### src/rtl/sec_irq_pkg.sv
package sec_irq_pkg;

  // Word offsets; software depends on these positions.
  localparam int unsigned WORD_STAT    = 0;
  localparam int unsigned WORD_RAW     = 1;
  localparam int unsigned WORD_EN_SET  = 2;
  localparam int unsigned WORD_EN_CLR  = 3;
  localparam int unsigned WORD_SW_SET  = 4;
  localparam int unsigned WORD_SW_CLR  = 5;
  localparam int unsigned WORD_FWD_SET = 8;
  localparam int unsigned WORD_FWD_CLR = 9;

  // Contiguous bit mask from lo to hi inclusive.
  function automatic logic [31:0] span_mask(int unsigned lo, int unsigned hi);
    logic [31:0] m;
    m = '0;
    for (int unsigned b = 0; b < 32; b++) begin
      if (b >= lo && b <= hi) m[b] = 1'b1;
    end
    return m;
  endfunction

endpackage

### src/rtl/sec_irq_rst_sync.sv
module sec_irq_rst_sync #(
  parameter int unsigned STAGES = 2
) (
  input  logic clk,
  input  logic rst_n,
  output logic rst_sync_n
);
  logic [STAGES-1:0] chain_q;
  logic [STAGES-1:0] chain_d;

  always_comb begin
    chain_d = {chain_q[STAGES-2:0], 1'b1};
  end

  always_ff @(posedge clk or negedge rst_n) begin
    if (!rst_n) chain_q <= '0;
    else        chain_q <= chain_d;
  end

  assign rst_sync_n = chain_q[STAGES-1];
endmodule

### src/rtl/sec_irq_regs.sv
module sec_irq_regs
  import sec_irq_pkg::*;
#(
  parameter int unsigned DATA_W = 32,
  parameter int unsigned ADDR_W = 12,
  parameter int unsigned FWD_LO = 21,
  parameter int unsigned FWD_HI = 30
) (
  input  logic              clk,
  input  logic              rst_n,
  input  logic [ADDR_W-1:0] addr,
  input  logic              we,
  input  logic [DATA_W-1:0] wdata,
  input  logic [DATA_W-1:0] raw,
  output logic [DATA_W-1:0] rdata,
  output logic [DATA_W-1:0] en_q,
  output logic [DATA_W-1:0] fwd_q,
  output logic              sw_q,
  output logic [DATA_W-1:0] en_nxt,
  output logic [DATA_W-1:0] fwd_nxt,
  output logic              sw_nxt
);
  localparam int unsigned WORD_W = ADDR_W - 2;
  localparam logic [DATA_W-1:0] FWD_MASK = DATA_W'(span_mask(FWD_LO, FWD_HI));
  localparam logic [WORD_W-1:0] A_STAT    = WORD_W'(WORD_STAT);
  localparam logic [WORD_W-1:0] A_RAW     = WORD_W'(WORD_RAW);
  localparam logic [WORD_W-1:0] A_EN_SET  = WORD_W'(WORD_EN_SET);
  localparam logic [WORD_W-1:0] A_EN_CLR  = WORD_W'(WORD_EN_CLR);
  localparam logic [WORD_W-1:0] A_SW_SET  = WORD_W'(WORD_SW_SET);
  localparam logic [WORD_W-1:0] A_SW_CLR  = WORD_W'(WORD_SW_CLR);
  localparam logic [WORD_W-1:0] A_FWD_SET = WORD_W'(WORD_FWD_SET);
  localparam logic [WORD_W-1:0] A_FWD_CLR = WORD_W'(WORD_FWD_CLR);

  logic [WORD_W-1:0] word;
  logic              en_ce;
  logic              fwd_ce;
  logic              sw_ce;
  logic [1:0]        unused_byte_sel;

  assign word            = addr[ADDR_W-1:2];
  assign unused_byte_sel = addr[1:0];

  // Next-state for the three state registers.
  always_comb begin
    en_nxt  = en_q;
    fwd_nxt = fwd_q;
    sw_nxt  = sw_q;
    en_ce   = 1'b0;
    fwd_ce  = 1'b0;
    sw_ce   = 1'b0;
    if (we) begin
      unique case (word)
        A_EN_SET:  begin en_nxt  = en_q | wdata;               en_ce  = 1'b1; end
        A_EN_CLR:  begin en_nxt  = en_q & ~wdata;              en_ce  = 1'b1; end
        A_FWD_SET: begin fwd_nxt = fwd_q | (wdata & FWD_MASK); fwd_ce = 1'b1; end
        A_FWD_CLR: begin fwd_nxt = fwd_q & ~wdata;             fwd_ce = 1'b1; end
        A_SW_SET:  if (|wdata) begin sw_nxt = 1'b1; sw_ce = 1'b1; end
        A_SW_CLR:  if (|wdata) begin sw_nxt = 1'b0; sw_ce = 1'b1; end
        default: ;
      endcase
    end
  end

  always_ff @(posedge clk or negedge rst_n) begin
    if (!rst_n) en_q <= '0;
    else if (en_ce) en_q <= en_nxt;
  end

  always_ff @(posedge clk or negedge rst_n) begin
    if (!rst_n) fwd_q <= '0;
    else if (fwd_ce) fwd_q <= fwd_nxt;
  end

  always_ff @(posedge clk or negedge rst_n) begin
    if (!rst_n) sw_q <= 1'b0;
    else if (sw_ce) sw_q <= sw_nxt;
  end

  // Combinational read mux.
  always_comb begin
    unique case (word)
      A_STAT:    rdata = raw & en_q;
      A_RAW:     rdata = raw;
      A_EN_SET:  rdata = en_q;
      A_SW_SET:  rdata = {{(DATA_W-1){1'b0}}, raw[0]};
      A_FWD_SET: rdata = fwd_q;
      default:   rdata = '0;
    endcase
  end

  assert_en_set_R2: assert property (@(posedge clk) disable iff (!rst_n)
    (we && word == A_EN_SET) |=> ((en_q & $past(wdata)) == $past(wdata)));

  assert_en_clr_R3: assert property (@(posedge clk) disable iff (!rst_n)
    (we && word == A_EN_CLR) |=> ((en_q & $past(wdata)) == '0));

  assert_fwd_range_R5: assert property (@(posedge clk) disable iff (!rst_n)
    (fwd_q & ~FWD_MASK) == '0);

  assert_fwd_clr_R6: assert property (@(posedge clk) disable iff (!rst_n)
    (we && word == A_FWD_CLR) |=> ((fwd_q & $past(wdata)) == '0));

  assert_sw_set_R8: assert property (@(posedge clk) disable iff (!rst_n)
    (we && word == A_SW_SET && wdata != '0) |=> sw_q);

  assert_sw_zero_R8: assert property (@(posedge clk) disable iff (!rst_n)
    (we && (word == A_SW_SET || word == A_SW_CLR) && wdata == '0) |=> $stable(sw_q));

  assert_ro_write_R9: assert property (@(posedge clk) disable iff (!rst_n)
    (we && (word == A_STAT || word == A_RAW)) |=> ($stable(en_q) && $stable(fwd_q) && $stable(sw_q)));
endmodule

### src/rtl/sec_irq_route.sv
module sec_irq_route #(
  parameter int unsigned DATA_W = 32,
  parameter int unsigned FWD_LO = 21,
  parameter int unsigned FWD_HI = 30
) (
  input  logic                       clk,
  input  logic                       rst_n,
  input  logic [DATA_W-1:0]          irq_src,
  input  logic                       sw_q,
  input  logic                       sw_nxt,
  input  logic [DATA_W-1:0]          en_nxt,
  input  logic [DATA_W-1:0]          fwd_nxt,
  input  logic [DATA_W-1:0]          fwd_q,
  output logic [DATA_W-1:0]          raw,
  output logic                       irq_comb,
  output logic [FWD_HI-FWD_LO:0]     irq_fwd
);
  localparam int unsigned FWD_N = FWD_HI - FWD_LO + 1;

  logic [DATA_W-1:0] raw_nxt;
  logic              comb_d;
  logic [FWD_N-1:0]  fwd_d;
  logic              unused_pin0;

  assign unused_pin0 = irq_src[0];
  assign raw         = {irq_src[DATA_W-1:1], sw_q};
  assign raw_nxt     = {irq_src[DATA_W-1:1], sw_nxt};

  always_comb begin
    comb_d = |(raw_nxt & en_nxt);
  end

  always_ff @(posedge clk or negedge rst_n) begin
    if (!rst_n) irq_comb <= 1'b0;
    else        irq_comb <= comb_d;
  end

  for (genvar i = 0; i < FWD_N; i++) begin : g_fwd
    always_comb begin
      fwd_d[i] = raw_nxt[FWD_LO+i] & fwd_nxt[FWD_LO+i];
    end

    always_ff @(posedge clk or negedge rst_n) begin
      if (!rst_n) irq_fwd[i] <= 1'b0;
      else        irq_fwd[i] <= fwd_d[i];
    end

    assert_fwd_gate_R7: assert property (@(posedge clk) disable iff (!rst_n)
      !fwd_q[FWD_LO+i] |-> !irq_fwd[i]);

    assert_fwd_src_R7: assert property (@(posedge clk) disable iff (!rst_n)
      irq_fwd[i] |-> $past(irq_src[FWD_LO+i]));
  end

  assert_comb_cause_R4: assert property (@(posedge clk) disable iff (!rst_n)
    irq_comb |-> ($past(|irq_src[DATA_W-1:1]) || sw_q));
endmodule

### src/rtl/sec_irq_ctrl.sv
module sec_irq_ctrl #(
  parameter int unsigned DATA_W = 32,
  parameter int unsigned ADDR_W = 12,
  parameter int unsigned FWD_LO = 21,
  parameter int unsigned FWD_HI = 30
) (
  input  logic                   clk,
  input  logic                   rst_n,
  input  logic [ADDR_W-1:0]      bus_addr,
  input  logic                   bus_we,
  input  logic [DATA_W-1:0]      bus_wdata,
  output logic [DATA_W-1:0]      bus_rdata,
  input  logic [DATA_W-1:0]      irq_src,
  output logic                   irq_combined,
  output logic [FWD_HI-FWD_LO:0] irq_direct
);
  logic              rst_sync_n;
  logic [DATA_W-1:0] raw;
  logic [DATA_W-1:0] en_q;
  logic [DATA_W-1:0] fwd_q;
  logic              sw_q;
  logic [DATA_W-1:0] en_nxt;
  logic [DATA_W-1:0] fwd_nxt;
  logic              sw_nxt;
  logic [DATA_W-1:0] unused_en_q;

  assign unused_en_q = en_q;

  sec_irq_rst_sync #(.STAGES(2)) u_rst (
    .clk        (clk),
    .rst_n      (rst_n),
    .rst_sync_n (rst_sync_n)
  );

  sec_irq_regs #(
    .DATA_W (DATA_W), .ADDR_W (ADDR_W), .FWD_LO (FWD_LO), .FWD_HI (FWD_HI)
  ) u_regs (
    .clk     (clk),
    .rst_n   (rst_sync_n),
    .addr    (bus_addr),
    .we      (bus_we),
    .wdata   (bus_wdata),
    .raw     (raw),
    .rdata   (bus_rdata),
    .en_q    (en_q),
    .fwd_q   (fwd_q),
    .sw_q    (sw_q),
    .en_nxt  (en_nxt),
    .fwd_nxt (fwd_nxt),
    .sw_nxt  (sw_nxt)
  );

  sec_irq_route #(
    .DATA_W (DATA_W), .FWD_LO (FWD_LO), .FWD_HI (FWD_HI)
  ) u_route (
    .clk      (clk),
    .rst_n    (rst_sync_n),
    .irq_src  (irq_src),
    .sw_q     (sw_q),
    .sw_nxt   (sw_nxt),
    .en_nxt   (en_nxt),
    .fwd_nxt  (fwd_nxt),
    .fwd_q    (fwd_q),
    .raw      (raw),
    .irq_comb (irq_combined),
    .irq_fwd  (irq_direct)
  );

  assert_reset_R10: assert property (@(posedge clk) !rst_sync_n |=> (!irq_combined && irq_direct == '0));
endmodule

### config.mk
export PLATFORM = sky130hd
export DESIGN_NAME = sec_irq_ctrl
export DESIGN_NICKNAME = d
export VERILOG_FILES = /design/src/rtl/sec_irq_pkg.sv /design/src/rtl/sec_irq_rst_sync.sv /design/src/rtl/sec_irq_regs.sv /design/src/rtl/sec_irq_route.sv /design/src/rtl/sec_irq_ctrl.sv
export SDC_FILE = /design/constraint.sdc
export NUM_CORES = 1
export LEC_CHECK = 0
export BUFFER_PORTS_ARGS = -buffer_cell sky130_fd_sc_hd__clkbuf_2
export CELL_PAD_IN_SITES_DETAIL_PLACEMENT = 1
export CELL_PAD_IN_SITES_GLOBAL_PLACEMENT = 2
export CORE_MARGIN = 4
export CORE_UTILIZATION = 30
export DETAILED_ROUTE_END_ITERATION = 8
export PLACE_DENSITY_LB_ADDON = 0.2
export SLEW_MARGIN = 5
export SYNTH_ARGS = -nofsm -noshare
export SYNTH_HDL_FRONTEND = slang
export SYNTH_HIERARCHICAL = 1
export SYNTH_SLANG_ARGS = --single-unit
export TNS_END_PERCENT = 10
### constraint.sdc
create_clock -name clk -period 7.9 [get_ports clk]
set_clock_uncertainty 0.2 [all_clocks]
set_input_delay 1.185 -clock clk [delete_from_list [all_inputs] [get_ports clk]]
set_output_delay 1.185 -clock clk [all_outputs]
set_load 0.005 [all_outputs]
## Word-level counts from Yosys, hierarchy flattened

Index checks and enable logic that the tools add are counted.

| storage, ports and cells | value |
|---|---|
| flip-flop bits (word level) | 78 |
| input bits | 79 |
| word-level logic and storage cells | 64 |

| operators by class | value |
|---|---|
| eq/ne operators | 7 |
| multiplexer cells | 16 |
| bitwise logic cells | 17 |
| reductions and logical operators | 8 |

Operator list:

| operator | count |
|---|---|
| 32-bit one-hot mux with 5 select lines | 1 |
| 32-bit bitwise AND | 4 |
| 32-bit one-hot mux with 2 select lines | 2 |
| 32-bit OR reduction | 2 |
| 32-bit 2-to-1 mux | 1 |
| 32-bit NOT | 1 |
| 32-bit by 31-bit bitwise OR with 32-bit output | 1 |
| 32-bit bitwise OR | 1 |
| 31-bit 2-to-1 mux | 1 |
| 10-bit by 2-bit == test with 1-bit output, second input constant | 2 |
| 10-bit by 3-bit == test with 1-bit output, second input constant | 2 |
| 10-bit by 4-bit == test with 1-bit output, second input constant | 2 |
| 1-bit bitwise AND | 10 |
| 10-bit by 1-bit == test with 1-bit output, second input constant | 1 |
| 10-bit logical NOT | 1 |
| 1-bit 2-to-1 mux | 10 |
| 2-bit OR reduction | 3 |
| 3-bit AND reduction | 1 |
| 1-bit one-hot mux with 2 select lines | 1 |
| 2-bit nonzero test | 1 |

## Longest topological paths before layout

Gate-level depths: netlist of the first run.

| logic depth | value |
|---|---|
| depth after elaboration | 6 |
| depth in mapped cells | 9 |
| depth with buffers taken out | 7 |

## By module

The synthesis of the first run kept the hierarchy.

Modules (own cells, without submodules):

| module | instances | cells an instance | area an instance (um^2) |
|---|---|---|---|
| sec_irq_regs | 1 | 480 | 3,972.6 |
| sec_irq_route | 1 | 74 | 735.7 |
| sec_irq_rst_sync | 1 | 3 | 53.8 |

## Least setup slack after synthesis of the first run

OpenSTA, ideal clock, no wires.

| timing | value |
|---|---|
| kind | input port to output port |
| start | in bus_addr[7] |
| end | out bus_rdata[20] |
| arrival | 2.530 ns |
| data required time | 6.515 ns |
| slack | 3.985 ns |
| cell stages on the path | 4 |
| cell sequence | or4_1 -> nor4_4 -> clkbuf_1 -> a22o_1 |

| on the way | value |
|---|---|
| longest elaborated chain between the ends | 2 |

Ends and longest elaborated chain:

| what | line | text |
|---|---|---|
| from (decl) | sec_irq_ctrl.sv:9 | `input logic [ADDR_W-1:0] bus_addr,` |
| 10-bit by 4-bit == test with 1-bit output, or another cell as far along | sec_irq_regs.sv:81 | `unique case (word)` |
| 32-bit one-hot mux with 5 select lines * | sec_irq_regs.sv:81 |  |
| to (decl) | sec_irq_ctrl.sv:12 | `output logic [DATA_W-1:0] bus_rdata,` |

Mark *: on every way between the ends. The rest lies on a longest branch, timed or not.

## Final worst setup path of the first run

| timing | value |
|---|---|
| start | in bus_addr[2] |
| end | out bus_rdata[20] |

The elaborated chain is that of the path after synthesis.

==> results of run 1 <==
[through the flow]
stage	total power, mW	setup slack, ns	std cells
after floorplan	0.472	3.98	533
after global routing	0.946	2.64	784
after global placement	0.513	2.83	769
after detailed placement	0.516	2.78	769
after CTS	0.921	2.76	784
final	0.910	2.81	784
[worst reg2reg max path, stage by stage, from the launching register on]
cell,delay [ns]
dfrtp_1,0.39
o21ai_0,0.12
o21ai_0,0.17
a22oi_1,0.29
nand4_1,0.16
or4_1,0.48
[flip-flops by register name (all words and copies together) (netlist names)]
register          count
u_rst/chain_q         2
u_regs/sw_q           1
u_route/irq_comb      1
u_route/irq_fwd      10
u_regs/fwd_q         32
u_regs/en_q          32
[where the power goes]
part / leakage, nW / switching [mW] / total [mW] / internal [mW]
Sequential: 1.01 / 0.0117 / 0.419 / 0.407
Clock: 0.139 / 0.166 / 0.403 / 0.237
Combinational: 1.42 / 0.0570 / 0.0881 / 0.0312
[final cells by class]
type | count | area (µm²) | share of cell area, %
repair buffers | 124 | 636 | 11.8
flip-flops and latches | 78 | 1960 | 36.4
clock buffers | 14 | 274 | 5.10
inverters | 10 | 37.5 | 0.698
clock inverters | 1 | 5.00 | 0.0931
multi-input cells | 373 | 2240 | 41.6
well taps | 184 | 230 | 4.28
[worst max-delay path by stage]
stage           startpoint             to  slack, ns  cells past startpoint
6_report       bus_addr[2]  bus_rdata[20]       2.81                      6
3_5_place_dp   bus_addr[2]  bus_rdata[20]       2.78                      6
2_1_floorplan  bus_addr[7]  bus_rdata[20]       3.98                      4
3_3_place_gp   bus_addr[9]  bus_rdata[12]       2.83                      7
4_1_cts        bus_addr[2]  bus_rdata[12]       2.76                      6
5_1_grt        bus_addr[2]  bus_rdata[20]       2.64                      6
[metal layers]
metal,GRT usage (%),up-vias,wire length (µm)
met4,5.72,0,245
met1,26.3,2255,7770
li1,-,2031,-
met2,33.8,112,8400
met5,0,-,0
met3,3.25,17,760
==> reports/metrics.yaml, run 1 <==
critical_path:
  crit_family: "buffers and inverters"
  cp_max_fo: 46
  r2r-end: "u_route/irq_comb"
  path_class: "in -> out"
  cp_slowest_stage_delay_ns: 1.05
  worst_path_max_delay_cell: "nor4bb_4"
  r2r-start: "u_regs/en_q[17]"
  crit_path_end_kind: "output pin"
  reg2reg_slack_ns: 5.96
  r2r_cells: 5
  cp-start-kind: "input pin"
  path_buf_inv: 4
  cp.arrival_ns: 3.71
  required_ns: 6.51
  path_cells: "clkbuf_2 -> buf_4 -> nor4bb_4 -> buf_4 -> a22o_1 -> clkbuf_2"
power:
  powerDensity_nw_per_um2: 169
  p_leak_nw: 2.56
  vdd_ir_drop_max_mv: 0.0671
die:
  dieArea_um2: 17300
  dieWidth_um: 132
  core_area_um2: 14800
  dieHeight_um: 132
  start_util_pct: 31.1
  io_pins: 122
  core.rowCount: 44
placed_design:
  gp_routability_congestion: 0.771
  placed_area_um2: 5090
  dp.final_hpwl_um: 11600
  io_buffers: 118
drt:
  vias: 4415
  drt_iter0_markers: 203
  first_pass_iters: 4
  wirelength_um: 17200
  routedWlPerCell_um: 21.9
  drt.antenna.violating_nets: 0
  route.detailed.drc: 0
  avgViaCountPerCell: 5.63
clock_network:
  cts_made_buffers: 9
  cts_htree_levels: 3
  hold_buffers: 0
  root_buffer: "clkbuf_16"
  cts_setup_buffers: 0
  clkTransAtPathRegs_ns: 0.06
  cts.sinks: 78
  cts_resized: 0
  clk_path_buf_depth: 2
  cts_tree: "built"
  clk_latency_ns: 0.34
min_path:
  hold-path-cell-count: 0
  hold_end: "u_rst/chain_q[1]"
  holdCritStartpoint: "u_rst/chain_q[0]"
  min_path_type: "reg -> reg"
grt:
  grt_pass1_vias: 4755
  grt_max_degree: 77
  gr-usage-all-layers_pct: 19.9
  antenna_found_initial: 0
  grt_pass1_wl_um: 27300
  overflow: 0
yosys:
  postSynthCellCount: 533
  syn-num-nets: 612
  synth_warnings: 6
  syn_area_um2: 4590
  avgSynthCellArea_um2: 8.61
cells_and_area:
  finish.utilization_pct: 36.4
  final_common_cell: "o21ai_0"
  fin_nets: 675
  antenna_cells: 0
  stdcell_area_um2: 5370
  fillers: 1797
  areaGrowthSynthToFinish_pct: 17.1
  drive_above_1_share_pct: 24.2
  mostFrequentLayoutCells: "o21ai_0, clkbuf_2, dfrtp_1, nand2_1, a22o_1"
run:
  cap_violations: 0
timing:
  rsz0062_at_grt: "false"
  slew_headroom_pct: 20.7
  slew_violations: 0
  period_minus_slack_ns: 5.09
  tightest_slew_ns: 1.19
  fmax_mhz: 196
  setup_viol: 0
  hold_slack_ns: 0.154
  final-hold-violation-count: 0
  finalCritPeriodShare_pct: 64.5
  tns_ns: 0
outcome:
  status: "finished, final reports clean"
(Power assumes the default switching activity.)
==> run 2: changes to the inputs <==
--- a/config.mk
+++ b/config.mk
@@ -5,6 +5,7 @@
 export SDC_FILE = /design/constraint.sdc
 export NUM_CORES = 1
 export LEC_CHECK = 0
+export ABC_AREA = 1
 export BUFFER_PORTS_ARGS = -buffer_cell sky130_fd_sc_hd__clkbuf_2
 export CELL_PAD_IN_SITES_DETAIL_PLACEMENT = 1
 export CELL_PAD_IN_SITES_GLOBAL_PLACEMENT = 2
==> constraint.sdc (replaced) <==
create_clock -name clk -period 4.8 [get_ports clk]
set_clock_uncertainty 0.2 [all_clocks]
set_input_delay 0.72 -clock clk [delete_from_list [all_inputs] [get_ports clk]]
set_output_delay 0.72 -clock clk [all_outputs]
set_load 0.005 [all_outputs]
==> run 2 against run 1 <==
  * Critical path depth grew 3
  * Setup slack lost 1.3 ns
  * Non-clock buffer count up 10
  * Sequential power increased by 63%
  * Via count rose by 9.8%
  * Register-to-register slack got worse by 2.7 ns
  * Global-route usage increased by 0.18 points
  * Sequential share of layout area decreased by 1.4 points
  * Wire length up 1.9%
  * Final cell count is 19% higher
  * Core utilization down 0.094 points
  * Critical endpoint is now bus_rdata[0]
  * Largest cell class unchanged
  * Largest power group is now clock
  * Highest routed layer unchanged
==> reports/metrics.yaml, run 2 <==
outcome:
  status: "finished, final reports clean"
power:
  vdd_ir_drop_max_mv: 0.167  # +150%
  combinationalPowerShare_pct: 8.4  # -1.3 points
  powerDensity_nw_per_um2: 272  # +61%
  p_sw_share_pct: 25.3  # -0.54 points
  p_seq_share_pct: 45.1  # -0.9 points
  p_int_mw: 1.14  # +68%
  p_switching_mw: 0.384  # +64%
  p_clk_share_pct: 46.6  # +2.3 points
  p_leak_nw: 2.99  # +17%
critical_path:
  cp_max_fo: 17  # -63%
  required_ns: 3.88  # -2.63 ns
  cp-start-kind: "input pin"
  r2r-start: "u_regs/en_q[24]"
  path_cells: "clkbuf_2 -> nor2_1 -> nand2_2 -> nor2_4 -> nand3_2 -> nand2_1 -> nand2_1 -> nand3_1 -> clkbuf_2"
  r2r-end: "u_route/irq_comb"
  reg2reg_slack_ns: 3.30  # -2.66 ns
  worst_path_max_delay_cell: "nor2_4"
  cp.arrival_ns: 2.42  # -1.29 ns
  crit_start: "bus_addr[11]"
  r2r_cells: 8  # +3
  cp_slowest_stage_delay_ns: 0.43  # -0.62 ns
  path_class: "in -> out"
  crit_path_end_kind: "output pin"
cells_and_area:
  mostFrequentLayoutCells: "nand2_1, clkbuf_2, o21ai_1, dfrtp_1, o21ai_0"
  fin_nets: 793  # +17%
  areaGrowthSynthToFinish_pct: 17.5
  top_regs: "u_regs/en_q (32), u_regs/fwd_q (32), u_route/irq_fwd (10)"
  fillers: 1946  # +8.3%
  finish.utilization_pct: 36.3  # -0.094 points
  final_common_cell: "nand2_1"
  drive_above_1_share_pct: 22.1  # -2.1 points
  antenna_cells: 0  # unchanged
grt:
  antenna_found_initial: 0  # unchanged
  grt_pass1_wl_um: 28500  # +4.1%
  grt_max_degree: 77  # unchanged
  gr-usage-all-layers_pct: 20.1  # +0.18 points
  overflow: 0  # unchanged
  grt_pass1_vias: 5360  # +13%
timing:
  rsz0062_at_grt: "false"
  tightest_slew_ns: 1.06  # -0.128 ns
  tns_ns: 0  # unchanged
  setup_viol: 0  # unchanged
  slew_violations: 0  # unchanged
  final-hold-violation-count: 0  # unchanged
  slew_headroom_pct: 29.4  # +8.6 points
  fmax_mhz: 299
  period_minus_slack_ns: 3.34
  finalCritPeriodShare_pct: 69.6
  setup_ws_ns: 1.46  # -1.35 ns
clock_network:
  root_buffer: "clkbuf_16"
  clk_path_buf_depth: 2  # unchanged
  cts_tree: "built"
  clk_latency_ns: 0.34  # about the same
  cts_htree_levels: 3  # unchanged
  clkTransAtPathRegs_ns: 0.06  # about the same
  cts_made_buffers: 9  # unchanged
  cts.sinks: 78  # unchanged
  cts_setup_buffers: 0  # unchanged
min_path:
  hold_end: "u_rst/chain_q[1]"
  hold-path-cell-count: 0  # unchanged
  holdCritStartpoint: "u_rst/chain_q[0]"
  min_path_type: "reg -> reg"
drt:
  first_pass_iters: 5  # +1
  vias: 4846  # +9.8%
  wirelength_um: 17500  # +1.9%
  routedWlPerCell_um: 18.8  # -14%
  drt_iter0_markers: 136  # -33%
  drt.antenna.violating_nets: 0  # unchanged
  route.detailed.drc: 0  # unchanged
  avgViaCountPerCell: 5.21  # -7.5%
die:
  dieWidth_um: 134  # +1.6%
  core.rowCount: 45  # +2.3%
  core_area_um2: 15400  # +4.2%
  io_pins: 122  # unchanged
  dieHeight_um: 134  # +1.6%
  start_util_pct: 30.9  # -0.19 points
  dieArea_um2: 17900  # +3.3%
yosys:
  synth_warnings: 6  # unchanged
  postSynthCellCount: 643  # +21%
  syn-num-nets: 722  # +18%
  avgSynthCellArea_um2: 7.39  # -14%
  syn_area_um2: 4750  # +3.5%
placed_design:
  io_buffers: 118  # unchanged
  dp.final_hpwl_um: 11800  # +2.5%
  post-place-ws_ns: 1.42  # -1.36 ns
  gp_routability_congestion: 0.820  # +6.4%
run:
  cap_violations: 0  # unchanged
[run 2: cell types whose count changed in the layout (fill, tap and decap cells not counted), moves of 29 or more]
cell / previous run / this run
nand2_1: 64 / 152
o21ai_0: 157 / 63
nor2_1: 3 / 43
o21ai_1: 0 / 85
inv_1: 10 / 39
o2111ai_1: 1 / 30
nand3_1: 0 / 34
a22o_1: 30 / 0
[run 2: worst max path at each step]
stage,to,cells after the start
finish,bus_rdata[0],9
global route,bus_rdata[0],9
CTS,bus_rdata[0],9
detailed placement,bus_rdata[0],9
global placement,bus_rdata[0],9
floorplan,bus_rdata[10],9
[run 2: worst max-delay path: cells and delay by family]
kind	cells	cell delay (ns)
and+or+nand+nor	7	1.45
buffers and inverters	2	0.23
[run 2: cell type report]
| type | instances | area, µm² | area share [%] |
|---|---|---|---|
| Timing Repair Buffer | 134 | 713 | 12.8 |
| Clock inverter | 4 | 45.0 | 0.807 |
| Tap cell | 211 | 264 | 4.73 |
| Multi-Input combinational cell | 449 | 2190 | 39.3 |
| Clock buffer | 12 | 256 | 4.59 |
| Sequential cell | 78 | 1960 | 35.0 |
| Inverter | 42 | 158 | 2.82 |
[run 2: routing by layer]
| layer | track usage, % | up-vias | routed length, µm |
|---|---|---|---|
| met2 | 35.1 | 113 | 8540 |
| met5 | 0 | - | 0 |
| met4 | 7.31 | 0 | 318 |
| met1 | 24.9 | 2388 | 7970 |
| li1 | - | 2322 | - |
| met3 | 3.38 | 23 | 679 |
[run 2: power groups by stage]
stage | registers, mW | logic (mW) | clock network (mW)
final | 0.685 | 0.127 | 0.708
after global routing | 0.688 | 0.142 | 0.756
after CTS | 0.686 | 0.128 | 0.726
after detailed placement | 0.699 | 0.127 | 0
after global placement | 0.698 | 0.124 | 0
after floorplan | 0.691 | 0.0747 | 0
[run 2: repair_timing]
action,CTS,global route
endpoints found under the hold margin,2,0
gates resized for setup,0,0
hold buffers,1,0
[run 2: metrics by stage]
step                cell area [µm²]  hold WS [ns]  power [mW]  instances
global route                   5580         0.181        1.59        930
finish                         5580         0.153        1.52        930
detailed placement             5270         0.137       0.825        913
global placement               5270         0.141       0.821        913
floorplan                      4750         0.131       0.766        643
CTS                            5580         0.160        1.54        930
